===== src/rtl/dacfe_pkg.sv =====
package dacfe_pkg;
  typedef enum logic [1:0] {
    ADR_NONE = 2'b00,
    ADR_A    = 2'b01,
    ADR_B    = 2'b10,
    ADR_BOTH = 2'b11
  } dac_adr_e;

  localparam int NUM_CH   = 2;
  localparam int ADR_BITS = 2;
endpackage


===== src/rtl/dacfe_sync.sv =====
module dacfe_sync #(
  parameter int          W       = 1,
  parameter logic [W-1:0] RST_VAL = '0
) (
  input  logic         clk,
  input  logic         rst,
  input  logic [W-1:0] d_async,
  output logic [W-1:0] q_sync
);
  logic [W-1:0] meta_q;

  always_ff @(posedge clk) begin
    if (rst) begin
      meta_q <= RST_VAL;
      q_sync <= RST_VAL;
    end else begin
      meta_q <= d_async;
      q_sync <= meta_q;
    end
  end
endmodule


===== src/rtl/dacfe_shift.sv =====
module dacfe_shift #(
  parameter int FW = 18
) (
  input  logic          clk,
  input  logic          rst,
  input  logic          shift_en,
  input  logic          bit_in,
  output logic [FW-1:0] sr_q
);
  always_ff @(posedge clk) begin
    if (rst) begin
      sr_q <= '0;
    end else if (shift_en) begin
      sr_q <= {sr_q[FW-2:0], bit_in};
    end
  end
endmodule


===== src/rtl/dacfe_chan.sv =====
module dacfe_chan #(
  parameter int DW = 16
) (
  input  logic          clk,
  input  logic          rst,
  input  logic          clr_act,
  input  logic [DW-1:0] clr_val,
  input  logic          wr_en,
  input  logic [DW-1:0] wr_data,
  input  logic          ld_s,
  input  logic          ld_rise,
  output logic [DW-1:0] in_q,
  output logic [DW-1:0] dac_q
);
  logic [DW-1:0] in_nxt;
  logic [DW-1:0] dac_nxt;

  always_comb begin
    if (clr_act)    in_nxt = clr_val;
    else if (wr_en) in_nxt = wr_data;
    else            in_nxt = in_q;
  end

  always_comb begin
    if (clr_act)      dac_nxt = clr_val;
    else if (!ld_s)   dac_nxt = in_nxt;
    else if (ld_rise) dac_nxt = in_q;
    else              dac_nxt = dac_q;
  end

  always_ff @(posedge clk) begin
    if (rst) begin
      in_q  <= '0;
      dac_q <= '0;
    end else begin
      in_q  <= in_nxt;
      dac_q <= dac_nxt;
    end
  end
endmodule


===== src/rtl/dual_dac_frontend.sv =====
module dual_dac_frontend
  import dacfe_pkg::*;
#(
  parameter int DW = 16
) (
  input  logic          clk,
  input  logic          rst,
  input  logic          sclk_in,
  input  logic          csn_in,
  input  logic          sdi_in,
  input  logic          ldctl_in,
  input  logic          clrn_in,
  input  logic          mid_sel,
  output logic [DW-1:0] dac_a_code,
  output logic [DW-1:0] dac_b_code
);
  localparam int            FW      = DW + ADR_BITS;
  localparam int            NPIN    = 6;
  localparam logic [DW-1:0] MID_VAL = {1'b1, {(DW-1){1'b0}}};
  // pin order: mid, clrn, ld, sdi, csn, sclk ; idle levels on reset
  localparam logic [NPIN-1:0] PIN_IDLE = 6'b010010;

  logic [NPIN-1:0] pins_s;
  logic sclk_s, csn_s, sdi_s, ld_s, clrn_s, mid_s;
  logic sclk_q, csn_q, ld_q;
  logic shift_en, load_stb, ld_rise, clr_act;
  logic [DW-1:0] clr_val;
  logic [FW-1:0] sr;
  dac_adr_e      frame_addr;
  logic [DW-1:0] frame_data;
  logic [NUM_CH-1:0][DW-1:0] in_q;
  logic [NUM_CH-1:0][DW-1:0] dac_q;

  dacfe_sync #(.W(NPIN), .RST_VAL(PIN_IDLE)) u_sync (
    .clk     (clk),
    .rst     (rst),
    .d_async ({mid_sel, clrn_in, ldctl_in, sdi_in, csn_in, sclk_in}),
    .q_sync  (pins_s)
  );

  assign {mid_s, clrn_s, ld_s, sdi_s, csn_s, sclk_s} = pins_s;

  always_ff @(posedge clk) begin
    if (rst) begin
      sclk_q <= 1'b0;
      csn_q  <= 1'b1;
      ld_q   <= 1'b0;
    end else begin
      sclk_q <= sclk_s;
      csn_q  <= csn_s;
      ld_q   <= ld_s;
    end
  end

  assign shift_en = sclk_s & ~sclk_q & ~csn_s;
  assign load_stb = csn_s & ~csn_q;
  assign ld_rise  = ld_s & ~ld_q;
  assign clr_act  = ~clrn_s;
  assign clr_val  = mid_s ? MID_VAL : '0;

  dacfe_shift #(.FW(FW)) u_shift (
    .clk      (clk),
    .rst      (rst),
    .shift_en (shift_en),
    .bit_in   (sdi_s),
    .sr_q     (sr)
  );

  assign frame_addr = dac_adr_e'(sr[FW-1 -: ADR_BITS]);
  assign frame_data = sr[DW-1:0];

  for (genvar c = 0; c < NUM_CH; c++) begin : g_ch
    dacfe_chan #(.DW(DW)) u_chan (
      .clk     (clk),
      .rst     (rst),
      .clr_act (clr_act),
      .clr_val (clr_val),
      .wr_en   (load_stb & frame_addr[c]),
      .wr_data (frame_data),
      .ld_s    (ld_s),
      .ld_rise (ld_rise),
      .in_q    (in_q[c]),
      .dac_q   (dac_q[c])
    );
  end

  assign dac_a_code = dac_q[0];
  assign dac_b_code = dac_q[1];
endmodule


===== config.mk =====
export PLATFORM = sky130hd
export DESIGN_NAME = dual_dac_frontend
export DESIGN_NICKNAME = d
export VERILOG_FILES = /design/src/rtl/dacfe_pkg.sv /design/src/rtl/dacfe_sync.sv /design/src/rtl/dacfe_shift.sv /design/src/rtl/dacfe_chan.sv /design/src/rtl/dual_dac_frontend.sv
export SDC_FILE = /design/constraint.sdc
export NUM_CORES = 1
export LEC_CHECK = 0
export BUFFER_PORTS_ARGS = -buffer_cell sky130_fd_sc_hd__clkbuf_2
export CAP_MARGIN = 40
export CORE_AREA = 2 2 98 100
export CTS_CLUSTER_DIAMETER = 120
export CTS_CLUSTER_SIZE = 40
export DETAILED_ROUTE_END_ITERATION = 7
export DIE_AREA = 0 0 100 102
export PLACE_DENSITY = 0.74
export SKIP_LAST_GASP = 1
export SLEW_MARGIN = 40
export SYNTH_ARGS = -nofsm -noshare
export SYNTH_HDL_FRONTEND = slang
export SYNTH_HIERARCHICAL = 1
export SYNTH_SLANG_ARGS = --single-unit
export TNS_END_PERCENT = 5

===== constraint.sdc =====
create_clock -name clk -period 2.25 [get_ports clk]
set_clock_uncertainty 0.1 [all_clocks]
set_input_delay 0 -clock clk [delete_from_list [all_inputs] [get_ports clk]]
set_output_delay 0 -clock clk [all_outputs]
set_load 0.02 [all_outputs]

; ---- Word-level counts from Yosys, hierarchy flattened
; Index checks and enable logic that the tools add are counted.
[word_totals]
wordCells = 32
ff_bits = 97
inputBits = 8
out_inout_bits = 32
[op_classes]
n_mux = 11
n_eq_ne = 1
bitwise = 10
[op_table]
columns = op, n
row1 = $mux 16, 11
row2 = $and 1x1->1, 6
row3 = $not 1->1, 4
row4 = $ne 3x2->1 const B, 1

; ---- Depth between registers and ports, before layout
[depth]
word_depth = 7
depth_mapped = 7
ltp_nobuf = 4

; ---- Modules after synthesis
; Netlist, hierarchy kept.
[modules_own_cells]
columns = module, seq_area_each_um2, cells_per_inst, n_inst, area_per_inst_um2
row1 = dacfe_chan, 640.6, 172, 2, 1702.9
row2 = dacfe_shift, 360.3, 58, 1, 649.4
row3 = dacfe_sync, 240.2, 25, 1, 327.8
row4 = dual_dac_frontend, 60.1, 12, 1, 120.1

; ---- Worst setup path after synthesis
; OpenSTA, ideal clock, no wires.
[synth_path]
path_type = flip-flop to flip-flop
from = register u_sync.q_sync[3]
to = register g_ch[0].u_chan.dac_q[10]
path_stages_with_launch = 6
arrival_time_ps = 1529
synth_period_minus_slack_ps = 1751
t_required_ps = 2028
n_path_buf = 1
slack_ps = 499
setup_time_ps = 122
cell_sequence = dfxtp_1 > nor2b_1 > buf_2 > nand4bb_1 > a21oi_1 > a221o_1
[synth_between]
elab_chain_len = 2
word_cells_on_any_way = 4
classes_between = eq/ne: 1 / mux: 2 / bitwise: 1
[synth_lines]
columns = item, line
row1 = start: declaration, dacfe_sync.sv:8  ; output logic [W-1:0] q_sync
row2 = start signal: assignment, dacfe_sync.sv:18  ; q_sync <= meta_q;
row3 = $and 1x1->1, dual_dac_frontend.sv:57  ; assign ld_rise = ld_s & ~ld_q;
row4 = via ld_rise, dual_dac_frontend.sv:26  ; logic shift_en, load_stb, ld_rise, clr_act;
row5 = $ne 3x2->1 (no line), -
row6 = end signal: assignment, dacfe_chan.sv:37  ; dac_q <= dac_nxt;
row7 = end: declaration, dacfe_chan.sv:13  ; output logic [DW-1:0] dac_q
; The timed path passes the listed nets, and every way through them passes these cells.
; A chain may end at the register's enable or synchronous reset.

; ---- Worst setup path in the final report
[layout_path]
from = register u_sync.q_sync[1]
to = register g_ch[0].u_chan.dac_q[5]
[layout_between]
elab_chain_len = 6
[layout_lines]
columns = item, line
row1 = $and 1x1->1, dual_dac_frontend.sv:56  ; assign load_stb = csn_s & ~csn_q;
row2 = $and 1x1->1, dual_dac_frontend.sv:78  ; .wr_en (load_stb & frame_addr[c]),
row3 = $mux 16, dacfe_chan.sv:20  ; else if (wr_en) in_nxt = wr_data;
row4 = $mux 16, dacfe_chan.sv:19  ; if (clr_act) in_nxt = clr_val;
row5 = $mux 16, dacfe_chan.sv:26  ; else if (!ld_s) dac_nxt = in_nxt;
row6 = $mux 16, dacfe_chan.sv:25  ; if (clr_act) dac_nxt = clr_val;
; No other way between the ends.

==> run metrics <==
DP Worst Slack 0.415 ns; die area 10200 µm²; filler cell count approximately 800; status complete, no violations; Req. time, crit path 2.48 ns; met2 wire length 4860 µm; r2r startpoint u_sync/q_sync[1]; max_slew headroom 0.467; Die H 102 µm; Vias/cell 5.56; worst setup margin 0.384 ns; number of library cell types mapped by synthesis 36; Critical Path AT roughly 2.1 ns; Final min period ~1.9 ns; cell taking the most area after synthesis dfxtp_1; WL final 9540 µm; share of cells above drive strength 1 0.183; Final Max Tran Viols 0; number of port buffers 39; Max Cap Violations 0; RSZ-0062 raised after global routing false; Clock Path Buffers 2; Post-synth EDFFs 0; Max FO, Critical Path 12; Reg-to-Reg End g_ch[0].u_chan/dac_q[5]; crit end category flip-flop; Final period util 0.829; Site Rows 35; CTS tree done; Cell Pwr Density 646 nW/µm²; Final Hold Fails 0; Detail Placement HPWL 6170 µm; max layer used met4; most common cell after layout, fill and taps aside dfxtp_1; final instance area 5100 µm²; All-Layer GR Usage 0.196; wire per inst 15.4 µm; largest net degree at the start of global routing between 50 and 60; synth warn 6; Via Count ~3400; clock root buffer clkbuf_8; depth of the worst hold-timing path 3; H-tree levels 3; Routability Congestion 0.759; antenna diode count 0; Post-layout nets 511; Worst R2R Setup Slack 0.38 ns; multi-input combinational cell area 2380 µm²; Synth top area share 0.431; Hold Path Sink u_sync/meta_q[4]; ranking of synthesized cells by area dfxtp_1 (43%), mux2i_1 (9.3%), a221o_1 (5.3%), nand4bb_1 (4.0%), o21a_1 (4.0%); vias in the first global route about 3300; worst r2r path cells 4; antenna violations before repair 0; met1 WL 4240 µm; DR iter-0 viols 132; Tightest Hold Check Type in2reg; ys flop type dfxtp_1; io pins 40; crit path launch type flip-flop; register area ~2000 µm²; fraction of registers with async set or reset after synthesis 0; Final ANT Viol Nets 0; sequential area share after synthesis 0.431; commonest non-fill, non-tap cells in the layout dfxtp_1 (97), mux2i_1 (42), nor2_1 (42), clkbuf_2 (38), conb_1 (30); Worst-Skew Late Latency 0.38 ns; Post-Syn Instances about 440; Hold Startpoint clrn_in; setup violators final 0; Syn Std Cell Area 4500 µm²; DR WL met3 between 200 and 250 µm; CTS buffer count 9; GR Overflow Total 0; Sink Count 97; synthesis-to-finish area growth 13.3%; Peak VDD IR 0.430 mV; Worst Tran Pin Value 0.793 ns; register bit count reported by yosys a little under 100; syn avg cell area around 10 µm²; die width roughly 100 µm; leak pwr about 1.9 nW; fmax 536 MHz; core area 9110 µm²; Initial Util 0.494; crit path kind reg2reg; Setup Total Neg Slack 0 ns; first-pass GRT wire length 15800 µm; # DRC 0; placed cell area 4830 µm²; DR pass1 iterations 5; Clk pin slew, worst setup/hold paths 0.11 ns
state kept, by name, summed over array words and instances (netlist names):
name and count:
u_sync/meta_q 6, g_ch.u_chan/in_q 32, csn_q 1, ld_q 1, g_ch.u_chan/dac_q 32, u_shift/sr_q 18, u_sync/q_sync 6, sclk_q 1
worst max path at each step:
stage / to / cells after the start / startpoint / slack, ns
finish: g_ch[0].u_chan/dac_q[5] / 4 / u_sync/q_sync[1] / 0.38
global placement: g_ch[0].u_chan/dac_q[10] / 4 / u_sync/q_sync[3] / 0.44
global route: g_ch[1].u_chan/dac_q[10] / 4 / u_sync/q_sync[3] / 0.24
floorplan: g_ch[0].u_chan/dac_q[10] / 5 / u_sync/q_sync[3] / 0.50
detailed placement: g_ch[0].u_chan/dac_q[7] / 4 / u_sync/q_sync[3] / 0.41
CTS: g_ch[0].u_chan/dac_q[9] / 4 / u_sync/q_sync[3] / 0.39
per-layer routing:
metal  GRT usage  vias to the layer above
li1            -                     1692
met1       0.234                     1656
met2       0.344                       72
met3      0.0431                       20
met4      0.0769                        0
met5           0                        -
worst max-delay path, stage by stage (launching register included):
cell     delay [ns]
dfxtp_1        0.35
and3b_2        0.30
and2b_4        0.21
nor4_4         0.59
a221o_1        0.27
cell families (layout without fill, tap and decap cells):
| kind of cell | count (synthesis) | after routing | synth area share |
|---|---|---|---|
| buffers and inverters | 42 | 82 | 0.0664 |
| AND/OR/NAND/NOR | 157 | 157 | 0.232 |
| multiplexers | 42 | 42 | 0.0934 |
| other | 1 | 30 | 0.000833 |
| flip-flops | 97 | 97 | 0.431 |
| AO/OA/AOI/OAI | 100 | 100 | 0.176 |
area by class of cell:
type,instances,area share
multi-input combinational,329,0.466
clock inverter,7,0.0162
inverter,5,0.00368
clock buffer,9,0.0243
sequential,97,0.381
timing repair buffer,61,0.0819
tap,111,0.0272
synthesized netlist by cell type, types with 5 or more instances:
cell type	count
nor2b_1	22
o41ai_2	6
and3b_1	6
buf_6	12
or4bb_1	8
o21a_1	24
buf_2	15
nand2_1	28
inv_1	5
mux2i_1	42
a221o_1	24
a211oi_1	12
nor2_1	42
dfxtp_1	97
a21oi_1	28
nand3b_1	6
or2_1	5
nand4bb_1	16
nor3_1	6
report_power, final:
part | total (W) | internal, W | switching, W
registers | 0.00180 | 0.00177 | 0.0000281
clock network | 0.00119 | 0.000536 | 0.000658
logic | 0.000303 | 0.000129 | 0.000174
metrics by stage:
step            util  hold slack (ns)  std cells  power, W
2_1_floorplan      -          -0.0284        468   0.00207
5_1_grt        0.560            0.241        619   0.00342
3_3_place_gp   0.530           0.0782        596   0.00212
3_5_place_dp   0.530           0.0850        596   0.00213
4_1_cts        0.560            0.242        619   0.00333
6_report       0.560            0.254        619   0.00330
what timing repair did:
action                                 CTS  global route
endpoints found under the hold margin    8             0
resized for setup                        0             0
hold buffers                             7             0
buffers inserted                         0             0
(Power assumes the default switching activity.)
